File: config.mk
export PLATFORM = sky130hd
export DESIGN_NAME = fxf_convert
export DESIGN_NICKNAME = d
export VERILOG_FILES = /design/src/rtl/fxf_pkg.sv /design/src/rtl/fxf_magnitude.sv /design/src/rtl/fxf_normalize.sv /design/src/rtl/fxf_round_pack.sv /design/src/rtl/fxf_convert.sv
export SDC_FILE = /design/constraint.sdc
export NUM_CORES = 1
export LEC_CHECK = 0
export CAP_MARGIN = 20
export CORE_MARGIN = 3
export CORE_UTILIZATION = 30
export CTS_CLUSTER_DIAMETER = 200
export DETAILED_ROUTE_END_ITERATION = 10
export GPL_TIMING_DRIVEN = 0
export SYNTH_ARGS = -nofsm -noshare
export SYNTH_HDL_FRONTEND = slang
export SYNTH_HIERARCHICAL = 1
export SYNTH_SLANG_ARGS = --single-unit
export TNS_END_PERCENT = 50
File: constraint.sdc
create_clock -name clk -period 7.9 [get_ports clk]
set_clock_uncertainty 0.15 [all_clocks]
set_input_delay 1.185 -clock clk [delete_from_list [all_inputs] [get_ports clk]]
set_output_delay 1.185 -clock clk [all_outputs]
set_load 0.05 [all_outputs]
File: src/rtl/fxf_pkg.sv
package fxf_pkg;

  typedef enum logic [1:0] {
    RM_NEAREST = 2'd0,
    RM_ZERO    = 2'd1,
    RM_DOWN    = 2'd2,
    RM_UP      = 2'd3
  } rmode_e;

  // Decide whether the kept significand gets one added in its last place.
  function automatic logic round_incr(input rmode_e rm, input logic neg,
                                      input logic lsb, input logic guard,
                                      input logic sticky);
    logic lost;
    lost = guard | sticky;
    unique case (rm)
      RM_NEAREST: round_incr = guard & (sticky | lsb);
      RM_ZERO:    round_incr = 1'b0;
      RM_DOWN:    round_incr = neg & lost;
      RM_UP:      round_incr = ~neg & lost;
      default:    round_incr = 1'b0;
    endcase
  endfunction

endpackage

File: src/rtl/fxf_magnitude.sv
module fxf_magnitude #(
  parameter int INT_W = 32
) (
  input  logic [INT_W-1:0] value,
  input  logic             is_unsigned,
  output logic             neg,
  output logic [INT_W-1:0] mag
);
  always_comb begin
    neg = ~is_unsigned & value[INT_W-1];
    mag = neg ? (~value + INT_W'(1)) : value;
  end
endmodule

File: src/rtl/fxf_normalize.sv
module fxf_normalize #(
  parameter int INT_W = 32,
  localparam int LZ_W = $clog2(INT_W)
) (
  input  logic [INT_W-1:0] mag,
  output logic [LZ_W-1:0]  lz,
  output logic [INT_W-1:0] norm,
  output logic             zero
);
  always_comb begin
    lz = '0;
    for (int i = 0; i < INT_W; i++) begin
      if (mag[i]) lz = LZ_W'(INT_W - 1 - i);
    end
    zero = (mag == '0);
    norm = mag << lz;
  end
endmodule

File: src/rtl/fxf_round_pack.sv
module fxf_round_pack #(
  parameter int INT_W   = 32,
  parameter int SCALE_W = 4,
  localparam int LZ_W   = $clog2(INT_W),
  localparam int SIG_W  = 24,
  localparam int DROP_W = INT_W - SIG_W,
  localparam int BIAS   = 127
) (
  input  logic               neg,
  input  logic               zero,
  input  logic [INT_W-1:0]   norm,
  input  logic [LZ_W-1:0]    lz,
  input  logic [SCALE_W-1:0] scale,
  input  fxf_pkg::rmode_e    rm,
  output logic [31:0]        fp,
  output logic               inexact,
  output logic               carry
);
  localparam logic [7:0] EXP_TOP = 8'(BIAS + INT_W - 1);

  logic [SIG_W-1:0] sig;
  logic             guard, sticky, incr;
  logic [SIG_W:0]   sum;
  logic [7:0]       expo;
  logic [22:0]      frac;

  always_comb begin
    sig     = norm[INT_W-1 -: SIG_W];
    guard   = norm[DROP_W-1];
    sticky  = |norm[DROP_W-2:0];
    incr    = fxf_pkg::round_incr(rm, neg, sig[0], guard, sticky);
    sum     = {1'b0, sig} + {{SIG_W{1'b0}}, incr};
    carry   = sum[SIG_W];
    frac    = carry ? sum[SIG_W-1:1] : sum[SIG_W-2:0];
    expo    = EXP_TOP - 8'(lz) - 8'(scale) + 8'(carry);
    inexact = ~zero & (guard | sticky);
    fp      = zero ? 32'd0 : {neg, expo, frac};
  end
endmodule

File: src/rtl/fxf_convert.sv
module fxf_convert #(
  parameter int INT_W   = 32,
  parameter int SCALE_W = 4
) (
  input  logic               clk,
  input  logic               rst_n,
  input  logic               in_valid,
  input  logic [INT_W-1:0]   in_int,
  input  logic [SCALE_W-1:0] in_scale,
  input  logic               in_unsigned,
  input  logic [1:0]         in_rmode,
  output logic               out_valid,
  output logic [31:0]        out_float,
  output logic               out_inexact
);
  localparam int LZ_W = $clog2(INT_W);

  logic             neg_w, zero_w, carry_w, inexact_w;
  logic [INT_W-1:0] mag_w, norm_w;
  logic [LZ_W-1:0]  lz_w;
  logic [31:0]      fp_w;

  fxf_magnitude #(.INT_W(INT_W)) u_mag (
    .value(in_int), .is_unsigned(in_unsigned), .neg(neg_w), .mag(mag_w)
  );

  fxf_normalize #(.INT_W(INT_W)) u_norm (
    .mag(mag_w), .lz(lz_w), .norm(norm_w), .zero(zero_w)
  );

  fxf_round_pack #(.INT_W(INT_W), .SCALE_W(SCALE_W)) u_rnd (
    .neg(neg_w), .zero(zero_w), .norm(norm_w), .lz(lz_w), .scale(in_scale),
    .rm(fxf_pkg::rmode_e'(in_rmode)), .fp(fp_w), .inexact(inexact_w),
    .carry(carry_w)
  );

  always_ff @(posedge clk) begin
    if (!rst_n) begin
      out_valid   <= 1'b0;
      out_float   <= '0;
      out_inexact <= 1'b0;
    end else begin
      out_valid <= in_valid;
      if (in_valid) begin
        out_float   <= fp_w;
        out_inexact <= inexact_w;
      end
    end
  end
endmodule

==> metrics <==
Gate Count Post-Synth approximately 730; Area contributors post-synth dfxtp_1 13%, mux2i_1 9.8%, nor2_1 5.0%; Remaining Overflow, GRT 0; RSZ-0062 raised after global routing true; Reg2Reg Setup Slack around 7.1 ns; Final Hold Viols 0; share of layout cells above drive strength 1 28.3%; placed inst area 0.00646 sq mm; CTS tree done; Clock Sinks 34; Starting Density 31.0%; synth unique cells 87; #FFs+latches synth 34; # Max-Cap Violations 0; Syn. warnings 6; ANT nets after route 0; Core Rows 48; gr usage total 18.7%; Main synth FF type dfxtp_1; peak supply drop 0.0000795 V; Root Driver clkbuf_16; Pre-Repair DR Iteration Count 6; startpoint types input port; DIE AREA between 0.015 and 0.02 sq mm; input/output buffers 74; Worst setup EP type register; deepest level of the CTS H-tree 2; Hold Path Class reg2reg; CTS Buf Count 5; pre-CTS WS -1.81 ns; Final Cell Area 0.00792 sq mm; nets between 900 and 1k; I/O pin total 76; Worst path most repeated cell nor4_4; Post-synth EDFFs 0; CTS clock-pin slew for the worst setup and hold paths ~0.060 ns; most common library cells after synthesis 73 x nor2_1, 53 x mux2i_1, 47 x a21oi_1; Max-slew headroom about 47%; count leader, synth nor2_1; WP data arrival a little under 8 ns; CP max stage delay 0.61 ns; Finished Core Util 45.2%; PwrDens 161 mW/mm^2; Final WS setup approximately 0.16 ns; average cell area after synthesis roughly 7.5 sq um; DR vias/cell 5.79; Finish-stage setup viols 0; max-slew violation count 0; Mapped Nets around 790; asr flop ratio synth 0%; largest net degree at the start of global routing 15; initial antenna violation count 0; Slowest-stage cell, CP or4_4; DR WL/cell between 15 and 20 microns; post-DP HPWL 14400 microns; outcome complete, no violations; Final Non-Filler Cells 1106; Mapped Area 0.00544 sq mm; fin crit period 7.74 ns; placer congestion estimate 1.03; Hold-fix buffers, CTS 0; Core Area 0.0175 sq mm; DR iter-0 viols 764; Synth area leader dfxtp_1; Yosys top cell area share 12.5%; drt drc 0; number of global-route vias before repair ~5.9k; worst-skew pair later-pin latency around 0.28 ns; Static Leak 3.26 nW; CP Class in2reg; worst slew pin tran 0.783 ns; required time worst endpoint 7.92 ns; achievable frequency between 100 and 150 MHz; vias about 6.4k; first-pass GRT wire length 31000 microns; clock buffer depth 2; synth-to-layout area growth 45.7%; Die Wd 141 microns; fin crit share ~98%; CP max FO 10; antenna diode count 0; drt total wl 19800 microns; register area share after synthesis approximately 13%; Placed Instances 1028; die height 141 microns
[report_power, final]
group | internal [mW] | switching, mW | total [mW]
Combinational | 0.363 | 0.511 | 0.874
Sequential | 0.195 | 0.0124 | 0.208
Clock | 0.125 | 0.0712 | 0.196
Total | 0.683 | 0.595 | 1.28
[area by class of cell]
class | instances | area (sq um)
buffer | 41 | 327
clock buffer | 6 | 139
clock inverter | 2 | 12.5
fill | 1708 | 9610
inverter | 42 | 169
multi-input combinational | 610 | 4960
sequential | 34 | 681
tap | 225 | 282
timing repair buffer | 146 | 1350
[registers in the layout (all words and copies together), names as in the netlist]
name         flops
out_valid        1
out_float       32
out_inexact      1
[final timing paths]
check	startpoint	to	depth (start not counted)
max	in_int[6]	out_float[28]	37
min	out_float[15]	out_float[15]	2
max reg2reg	out_float[3]	out_float[3]	2
min reg2reg	out_float[15]	out_float[15]	2
[per-layer routing]
metal / wire length (microns) / up-vias / global-route usage [%] / share of wire [%]
li1: - / 3015 / - / -
met1: 8440 / 3018 / 25.7 / 43
met2: 8990 / 308 / 29.6 / 46
met3: 1680 / 64 / 3.73 / 8.5
met4: 648 / 0 / 5.76 / 3.3
met5: 0 / - / 0 / 0
[kinds of logic after synthesis]
| kind of cell | synth area share [%] |
|---|---|
| AO/OA/AOI/OAI | 28.2 |
| buffers and inverters | 8.21 |
| multiplexers | 11.0 |
| adder cells (fa/ha/maj) | 3.50 |
| XOR/XNOR | 8.21 |
| flip-flops | 12.5 |
| AND/OR/NAND/NOR | 28.3 |
[stage by stage]
step	hold slack, ns	power, mW	TNS (ns)
floorplan	0.593	0.712	0
global placement	0.349	0.907	-22.67
detailed placement	0.357	0.905	-22.81
CTS	0.370	1.20	0
global route	0.388	1.36	-0.147
finish	0.365	1.28	0
[worst max-delay path, delay by kind of cell]
kind                     cells  cell delay [ns]
AND/OR/NAND/NOR             17             2.95
AO/OA/AOI/OAI                5             1.07
adder cells (fa/ha/maj)      5             1.07
buffers and inverters        7             0.98
XOR/XNOR                     2             0.33
multiplexers                 1             0.15
[cell usage in the layout, fill, tap and decap left out, types with 6 or more instances in the layout]
cell	netlist	final
a211oi_1	15	11
a21boi_0	6	6
a21oi_1	47	44
a221oi_1	9	7
a22oi_1	17	11
a22oi_2	0	6
a31oi_1	15	10
and3_1	7	6
buf_2	10	6
buf_4	4	71
buf_6	6	12
clkbuf_1	19	7
clkbuf_2	1	12
clkdlybuf4s50_1	0	50
dfxtp_1	34	34
dlymetal6s2s_1	0	19
ha_1	12	8
inv_1	37	35
mux2i_1	53	47
mux2i_4	0	7
nand2_1	42	39
nand2b_1	9	7
nand3_1	15	15
nand4_1	7	7
nor2_1	73	68
nor2b_1	41	39
nor3_1	25	19
nor3_2	2	7
nor4_1	13	8
nor4_4	2	8
o2111ai_1	6	6
o211ai_1	12	12
o21ai_0	13	11
or4_4	3	9
xnor2_1	21	19
xor2_1	30	21
xor2_2	0	9
[what timing repair did]
item,4_1_cts,5_1_grt
setup buffers,43,30
pin swaps,33,38
gates cloned,0,0
gates resized for setup,86,98
setup endpoints to repair,31,21
Power figures use the tool's default switching activity.
